File: config.mk
export PLATFORM = sky130hd
export DESIGN_NAME = sdma_boundary_engine
export DESIGN_NICKNAME = d
export VERILOG_FILES = /design/src/rtl/sdma_pkg.sv /design/src/rtl/sdma_addr_unit.sv /design/src/rtl/sdma_count_unit.sv /design/src/rtl/sdma_seq_fsm.sv /design/src/rtl/sdma_boundary_engine.sv
export SDC_FILE = /design/constraint.sdc
export NUM_CORES = 1
export LEC_CHECK = 0
export ABC_AREA = 1
export BUFFER_PORTS_ARGS = -buffer_cell sky130_fd_sc_hd__buf_4
export CAP_MARGIN = 0
export CORE_UTILIZATION = 52
export DETAILED_ROUTE_END_ITERATION = 10
export PLACE_DENSITY_LB_ADDON = 0.3
export SLEW_MARGIN = 5
export SYNTH_ARGS = -nofsm -noshare
export SYNTH_HDL_FRONTEND = slang
export SYNTH_SLANG_ARGS = --single-unit
File: constraint.sdc
create_clock -name clk -period 2.05 [get_ports clk]
set_input_delay 0.1025 -clock clk [delete_from_list [all_inputs] [get_ports clk]]
set_output_delay 0.1025 -clock clk [all_outputs]
set_load 0.01 [all_outputs]
File: src/rtl/sdma_pkg.sv
package sdma_pkg;
  typedef enum logic [1:0] {
    ST_IDLE = 2'd0,
    ST_XFER = 2'd1,
    ST_BLKW = 2'd2,
    ST_FIN  = 2'd3
  } sdma_state_e;

  localparam logic [1:0] MODE_SINGLE = 2'b00;
  localparam int BLK_SIZE_W = 12;
  localparam int BND_CODE_W = 3;
endpackage

File: src/rtl/sdma_addr_unit.sv
module sdma_addr_unit #(
  parameter int AW              = 32,
  parameter int WORD_BYTES      = 4,
  parameter int BOUND_BASE_LOG2 = 12
) (
  input  logic                           clk,
  input  logic                           rst_n,
  input  logic                           load,
  input  logic [AW-1:0]                  load_val,
  input  logic                           step,
  input  logic [sdma_pkg::BND_CODE_W-1:0] bnd_code,
  output logic [AW-1:0]                  addr,
  output logic                           hit_next
);
  localparam logic [AW-1:0] STEP_V = AW'(WORD_BYTES);
  localparam logic [AW-1:0] ONE_V  = AW'(1);

  logic [AW-1:0] addr_q;
  logic [AW-1:0] nxt;
  logic [AW-1:0] span;
  logic [AW-1:0] span_mask;

  assign nxt       = addr_q + STEP_V;
  assign span      = ONE_V << (BOUND_BASE_LOG2 + int'(bnd_code));
  assign span_mask = span - ONE_V;
  assign hit_next  = ((nxt & span_mask) == '0);

  always_ff @(posedge clk or negedge rst_n) begin
    if (!rst_n)    addr_q <= '0;
    else if (load) addr_q <= load_val;
    else if (step) addr_q <= nxt;
  end

  assign addr = addr_q;


  addr_step_chk: assert property (@(posedge clk) disable iff (!rst_n)
    (step && !load) |=> (addr_q == $past(addr_q) + STEP_V));
endmodule

File: src/rtl/sdma_count_unit.sv
module sdma_count_unit #(
  parameter int CW         = 16,
  parameter int WORD_BYTES = 4
) (
  input  logic                            clk,
  input  logic                            rst_n,
  input  logic                            idle,
  input  logic                            blk_wr,
  input  logic [15:0]                     blk_wdata,
  input  logic                            cnt_wr,
  input  logic [CW-1:0]                   cnt_wdata,
  input  logic                            word_load,
  input  logic                            word_step,
  input  logic                            blk_step,
  output logic [sdma_pkg::BND_CODE_W-1:0] bnd_code,
  output logic                            words_nz,
  output logic                            last_word,
  output logic                            blk_nz,
  output logic                            last_blk,
  output logic [CW-1:0]                   blk_left
);
  import sdma_pkg::*;
  localparam int WB_LOG2 = $clog2(WORD_BYTES);

  logic [BLK_SIZE_W-1:0] size_q;
  logic [BND_CODE_W-1:0] code_q;
  logic [CW-1:0]         blk_q;
  logic [BLK_SIZE_W-1:0] word_q;
  logic [BLK_SIZE_W-1:0] words_per_blk;
  logic                  cnt_take;

  assign words_per_blk = size_q >> WB_LOG2;
  assign cnt_take      = cnt_wr && idle;

  always_ff @(posedge clk or negedge rst_n) begin
    if (!rst_n) begin
      size_q <= '0;
      code_q <= '0;
    end else if (blk_wr && idle) begin
      size_q <= blk_wdata[BLK_SIZE_W-1:0];
      code_q <= blk_wdata[BLK_SIZE_W +: BND_CODE_W];
    end
  end

  always_ff @(posedge clk or negedge rst_n) begin
    if (!rst_n)        blk_q <= '0;
    else if (cnt_take) blk_q <= cnt_wdata;
    else if (blk_step) blk_q <= blk_q - CW'(1);
  end

  always_ff @(posedge clk or negedge rst_n) begin
    if (!rst_n)         word_q <= '0;
    else if (word_load) word_q <= words_per_blk;
    else if (word_step) word_q <= word_q - BLK_SIZE_W'(1);
  end

  assign bnd_code  = code_q;
  assign words_nz  = (words_per_blk != '0);
  assign last_word = (word_q == BLK_SIZE_W'(1));
  assign blk_nz    = (blk_q != '0);
  assign last_blk  = (blk_q == CW'(1));
  assign blk_left  = blk_q;


  blk_no_rise_chk: assert property (@(posedge clk) disable iff (!rst_n)
    !cnt_take |=> (blk_q <= $past(blk_q)));
endmodule

File: src/rtl/sdma_seq_fsm.sv
module sdma_seq_fsm (
  input  logic       clk,
  input  logic       rst_n,
  input  logic       start,
  input  logic [1:0] start_sel,
  input  logic       start_rd,
  input  logic       blk_nz,
  input  logic       words_nz,
  input  logic       beat,
  input  logic       last_word,
  input  logic       last_blk,
  input  logic       hit_next,
  input  logic       blk_done,
  input  logic       addr_wr,
  input  logic       dma_int_clr,
  input  logic       done_clr,
  output logic       idle,
  output logic       req_en,
  output logic       dir_wr,
  output logic       word_load,
  output logic       word_step,
  output logic       blk_step,
  output logic       addr_load,
  output logic       paused,
  output logic       dma_int,
  output logic       xfer_done
);
  import sdma_pkg::*;

  sdma_state_e st_q, st_d;
  logic paused_q, paused_d;
  logic int_q, done_q, dir_q;
  logic start_ok, resume, int_set, done_set;

  assign idle     = (st_q == ST_IDLE);
  assign start_ok = idle && start && (start_sel == MODE_SINGLE) && blk_nz && words_nz;
  assign resume   = paused_q && addr_wr;
  assign req_en   = (st_q == ST_XFER) && !paused_q;
  assign addr_load = addr_wr && (idle || paused_q);
  assign word_step = beat;

  always_comb begin
    st_d      = st_q;
    paused_d  = paused_q;
    word_load = 1'b0;
    blk_step  = 1'b0;
    int_set   = 1'b0;
    done_set  = 1'b0;
    if (resume) paused_d = 1'b0;
    case (st_q)
      ST_IDLE: begin
        if (start_ok) begin
          st_d      = ST_XFER;
          word_load = 1'b1;
          paused_d  = 1'b0;
        end
      end
      ST_XFER: begin
        if (beat) begin
          if (last_word) st_d = ST_BLKW;
          if (hit_next) begin
            paused_d = 1'b1;
            int_set  = 1'b1;
          end
        end
      end
      ST_BLKW: begin
        if (blk_done) begin
          blk_step = 1'b1;
          if (last_blk) begin
            if (paused_q && !resume) st_d = ST_FIN;
            else begin
              st_d     = ST_IDLE;
              done_set = 1'b1;
            end
          end else begin
            st_d      = ST_XFER;
            word_load = 1'b1;
          end
        end
      end
      ST_FIN: begin
        if (resume) begin
          st_d     = ST_IDLE;
          done_set = 1'b1;
        end
      end
      default: st_d = ST_IDLE;
    endcase
  end

  always_ff @(posedge clk or negedge rst_n) begin
    if (!rst_n) begin
      st_q     <= ST_IDLE;
      paused_q <= 1'b0;
      int_q    <= 1'b0;
      done_q   <= 1'b0;
      dir_q    <= 1'b0;
    end else begin
      st_q     <= st_d;
      paused_q <= paused_d;
      if (int_set)          int_q  <= 1'b1;
      else if (dma_int_clr) int_q  <= 1'b0;
      if (done_set)         done_q <= 1'b1;
      else if (done_clr)    done_q <= 1'b0;
      if (start_ok)         dir_q  <= !start_rd;
    end
  end

  assign dir_wr    = dir_q;
  assign paused    = paused_q;
  assign dma_int   = int_q;
  assign xfer_done = done_q;


  pause_raises_int_chk: assert property (@(posedge clk) disable iff (!rst_n)
    $rose(paused_q) |-> int_q);

  done_not_paused_chk: assert property (@(posedge clk) disable iff (!rst_n)
    $rose(done_q) |-> !paused_q);

  idle_with_done_chk: assert property (@(posedge clk) disable iff (!rst_n)
    ($past(st_q) != ST_IDLE && st_q == ST_IDLE) |-> done_q);
endmodule

File: src/rtl/sdma_boundary_engine.sv
module sdma_boundary_engine #(
  parameter int AW              = 32,
  parameter int CW              = 16,
  parameter int WORD_BYTES      = 4,
  parameter int BOUND_BASE_LOG2 = 12
) (
  input  logic          clk,
  input  logic          rst_n,
  input  logic          cfg_addr_wr,
  input  logic [AW-1:0] cfg_addr_wdata,
  input  logic          cfg_blk_wr,
  input  logic [15:0]   cfg_blk_wdata,
  input  logic          cfg_cnt_wr,
  input  logic [CW-1:0] cfg_cnt_wdata,
  input  logic          start,
  input  logic [1:0]    start_sel,
  input  logic          start_rd,
  input  logic          dma_int_clr,
  input  logic          done_clr,
  input  logic          blk_done,
  output logic          mem_req_valid,
  input  logic          mem_req_ready,
  output logic [AW-1:0] mem_req_addr,
  output logic          mem_req_write,
  output logic [AW-1:0] cur_addr,
  output logic [CW-1:0] blocks_left,
  output logic          paused,
  output logic          busy,
  output logic          dma_int,
  output logic          xfer_done
);
  logic idle, req_en, dir_wr, word_load, word_step, blk_step, addr_load;
  logic hit_next, words_nz, last_word, blk_nz, last_blk, beat;
  logic [sdma_pkg::BND_CODE_W-1:0] bnd_code;
  logic [AW-1:0] addr;

  assign beat = req_en && mem_req_ready;

  sdma_addr_unit #(.AW(AW), .WORD_BYTES(WORD_BYTES), .BOUND_BASE_LOG2(BOUND_BASE_LOG2)) addr_u (
    .clk(clk), .rst_n(rst_n), .load(addr_load), .load_val(cfg_addr_wdata),
    .step(beat), .bnd_code(bnd_code), .addr(addr), .hit_next(hit_next));

  sdma_count_unit #(.CW(CW), .WORD_BYTES(WORD_BYTES)) cnt_u (
    .clk(clk), .rst_n(rst_n), .idle(idle), .blk_wr(cfg_blk_wr), .blk_wdata(cfg_blk_wdata),
    .cnt_wr(cfg_cnt_wr), .cnt_wdata(cfg_cnt_wdata), .word_load(word_load),
    .word_step(word_step), .blk_step(blk_step), .bnd_code(bnd_code), .words_nz(words_nz),
    .last_word(last_word), .blk_nz(blk_nz), .last_blk(last_blk), .blk_left(blocks_left));

  sdma_seq_fsm seq_u (
    .clk(clk), .rst_n(rst_n), .start(start), .start_sel(start_sel), .start_rd(start_rd),
    .blk_nz(blk_nz), .words_nz(words_nz), .beat(beat), .last_word(last_word),
    .last_blk(last_blk), .hit_next(hit_next), .blk_done(blk_done), .addr_wr(cfg_addr_wr),
    .dma_int_clr(dma_int_clr), .done_clr(done_clr), .idle(idle), .req_en(req_en),
    .dir_wr(dir_wr), .word_load(word_load), .word_step(word_step), .blk_step(blk_step),
    .addr_load(addr_load), .paused(paused), .dma_int(dma_int), .xfer_done(xfer_done));

  assign mem_req_valid = req_en;
  assign mem_req_addr  = addr;
  assign mem_req_write = dir_wr;
  assign cur_addr      = addr;
  assign busy          = !idle;


  req_hold_chk: assert property (@(posedge clk) disable iff (!rst_n)
    (mem_req_valid && !mem_req_ready) |=> (mem_req_valid && $stable(mem_req_addr)));

  no_req_paused_chk: assert property (@(posedge clk) disable iff (!rst_n)
    paused |-> !mem_req_valid);
endmodule

==> results.md <==
* Run status: complete, no violations
* Top-count cell post-synth: nand2_1
* First-pass iteration count of the detailed router at 5
* Largest net degree at the start of global routing at 60
* Area of the core region at 9860 sq um
* Top_reg_cell synth: dfrtp_1
* Area growth from synthesis to layout at 31.9%
* Min Hold Slack at 1.51 ps
* # Max-Cap Violations at 0
* Post-synth top area share at 0.371
* First-pass GRT wire length at about 24000 microns
* Net total in the final layout at 990
* Overall die area at 10700 sq um
* Share of total power consumed by net switching at 0.463
* Clock Path Buffers at 2
* Number of enable-type register cells in the synthesized netlist at 0
* Overall die height at about 100 microns
* Clock Power Share at 0.126
* Sequential cell fraction of total power at 0.332
* Critical path buffer and inverter count at 3
* Ratio of final minimum period to clock period at 0.936
* Num CTS Buffers at 9
* Total detailed-routing wirelength at approximately 15000 microns
* Critical path start-end classification: register to register
* Grt ovf at 0
* Net switching power at around 0.0045 W
* Slowest cell delay on critical path at 430 ps
* Diodes inserted at 0
* Simple-Gate Fraction of Synth Area at 0.342
* Power, Total at around 0.0096 W
* Setup repair after global routing missed its margin: no
* Master of the slowest instance on the critical path: dfrtp_1
* WHS Path Cells at 3
* Commonest cells post-synth: nand2_1, dfrtp_1, inv_1, nor2_1, nand3_1
* Vias at around 5600
* Violation count after the first detailed-route iteration at 301
* DRC violations left at 0
* Area of the mapped netlist at 5330 sq um
* IR Drop Worst-Case VDD at roughly 660 uV
* Fill count at 798
* Port Buf Inserts at 159
* Sum of net half-perimeters after detailed placement at 10800 microns
* Count of yosys warnings during synthesis at 0
* CTS sink cnt at 79
* Core Util, Final at 0.713
* Post-Syn Nets at about 820
* Worst skew pair latency at 360 ps
* Data required time at the worst endpoint at 2290 ps
* Share of cell area taken by muxes after synthesis at 0.0232
* Tightest slew margin relative to the limit at 0.611
* Proportion of layout cells with a drive suffix above 1 at 0.274
* Width of the chip at 103 microns
* Wirelength per Cell at 14.3 microns
* Synthesis-stage register bit count at 79
* Endpoints failing hold at 0
* Worst-Margin Slew at roughly 580 ps
* Min-Delay Path Class: input port to register
* Total number of cells along the worst setup path at 9
* Power density relative to cell area at ~1400 nW/um^2
* Number of instances in the synthesized netlist at 740
* Overall routing resource usage at 0.297
* I/O pin count at between 150 and 200
* Endpoint type of the worst setup path: register
* Top cell by count, worst path: nand2_2
* Synth top area cells: dfrtp_1, nand2_1, inv_1, buf_4, nor2_1
* Mapped Avg Cell Area at 7.20 sq um
* Total placed instance area at between 6000 and 7000 sq um
* Clock root cell: clkbuf_8
* Post-synth top area cell: dfrtp_1
* Final ANT Viol Nets at 0
* Clock-pin slew of the registers on the worst-case setup and hold paths at 80 ps
* Per-cell via count in the routed design at about 5.4
* Post-synth cell types at 40
* Max-slew violations at 0
* Int Pwr at between 0.005 and 0.006 W
* Global placement routability congestion at 0.924
* Leakage dissipation at approximately 3.4 nW
* Number of antenna violations at the first check in global routing at 0
* Core Rows at 36
* Maximum clock skew at final layout at 13.2 ps
* Post-route cell area at 7030 sq um
* Compound-cell area share of the yosys netlist at 0.108
* CTS H-tree depth at 3
* Share of flip-flops with an asynchronous set or reset after synthesis at 1.00
* Total negative setup slack at 0 ps
* Worst path arrival time at 2160 ps
* Via count of the first global-routing pass at 5406
* Worst r2r path cells at 9
* Peak fanout along the critical path at 13
* Final setup violation count at 0
* Clock tree from TritonCTS: yes
* Sequence of cells on the critical path: inv_2, nand2_2, nor2_4, nand2_2, nand2_2, clkinvlp_4, buf_4, nand2_1, o21ai_1
* Starting density of the core at 0.540
* Register area share after synthesis at 0.371
* Synth Area in Adders at 0.0141
* Fraction of power consumed by combinational cells at 0.542
* Worst path top cell family by delay: simple AND/OR/NAND/NOR gates
* Clock period minus worst slack at between 1500 and 2000 ps
* Fmax achieved at 521 MHz
* Post-synthesis share of cell area spent on xor and xnor gates at 0.0230
* Startpoint kind of the worst setup timing path: register
* Dominant combinational cell family by area after synthesis: simple AND/OR/NAND/NOR gates
placed cells by master (no fill, tap or decap), types with 7 or more instances in the layout:
cell type / instances
nor2_4: 8
inv_1: 70
o221ai_1: 8
o22ai_1: 7
dlygate4sd3_1: 33
a21oi_1: 17
mux2_2: 11
nor3_1: 13
o21ai_1: 9
nand2_1: 218
nor2_1: 69
nand4_1: 14
xor2_1: 13
clkbuf_8: 9
dfrtp_1: 78
nand3_1: 46
o21ai_0: 32
buf_4: 170
nand2_2: 8
nor2_2: 7
o211ai_1: 16
inv_2: 9
worst paths after layout:
| path | from | to | slack (ps) |
|---|---|---|---|
| min in group asynchronous | rst_n | addr_u.addr[24]$_DFFE_PN0N_ | 160 |
| max in group asynchronous | rst_n | cnt_u.size_q[2]$_DFFE_PN0P_ | 1280 |
| max reg2reg | seq_u.st_q[1]$_DFFE_PN0P_ | addr_u.addr[20]$_DFFE_PN0N_ | 130 |
| min | cfg_cnt_wdata[1] | cnt_u.blk_left[1]$_DFFE_PN0P_ | 2 |
| max | seq_u.st_q[1]$_DFFE_PN0P_ | addr_u.addr[20]$_DFFE_PN0N_ | 130 |
| min reg2reg | seq_u.dma_int$_DFFE_PN0P_ | seq_u.dma_int$_DFFE_PN0P_ | 510 |
tightest hold or removal path, delay by kind of cell:
kind	cells	cell delay, ps
AO/OA/AOI/OAI	2	130
buffers and inverters	1	80
layout make-up:
class / count / area, sq um / share of cell area
clock buffers: 9 / 124 / 0.0176
clock inverters: 7 / 80.1 / 0.0114
inverters: 80 / 304 / 0.0432
multi-input cells: 532 / 2730 / 0.389
flip-flops and latches: 79 / 1980 / 0.281
well taps: 133 / 166 / 0.0237
repair buffers: 205 / 1650 / 0.234
state kept, by name (all words and copies together) (netlist names):
signal / cells
cnt_u.bnd_code: 3
cnt_u.word_q: 12
seq_u.paused: 1
cnt_u.blk_left: 16
seq_u.st_q: 2
seq_u.xfer_done: 1
addr_u.addr: 32
seq_u.dma_int: 1
cnt_u.size_q: 10
seq_u.dir_wr: 1
power groups by stage:
stage	Combinational [W]	Sequential [W]	Clock (W)
2_1_floorplan	0.00332	0.00318	0
6_report	0.00522	0.00320	0.00122
4_1_cts	0.00515	0.00317	0.00125
5_1_grt	0.00588	0.00333	0.00131
3_3_place_gp	0.00494	0.00315	0
3_5_place_dp	0.00508	0.00319	0
metal layers:
metal / part of all wire / track usage / routed length, microns
met5: 0 / 0 / 0
met4: 0.024 / 0.128 / 361
met3: 0.061 / 0.0329 / 909
met2: 0.50 / 0.526 / 7390
met1: 0.42 / 0.368 / 6250
metrics by stage:
| stage | instances | setup slack [ps] |
|---|---|---|
| after floorplan | 740 | 365 |
| after global placement | 993 | 181 |
| after detailed placement | 993 | 111 |
| after CTS | 1042 | 73.6 |
| after global routing | 1045 | 5.31 |
| final | 1045 | 130 |
timing repair:
action                                  4_1_cts  5_1_grt
hold endpoints to repair                     96        0
hold buffers                                 33        0
endpoints found under the setup margin        0       12
gates resized for setup                       0        6
buffers inserted                              0        3
cells by family after synthesis:
group,after synthesis
buf+inv,129
compound gates,95
fa+ha+maj,6
mux,11
simple gates,406
flops,79
xor+xnor,14
(Power assumes the default switching activity.)
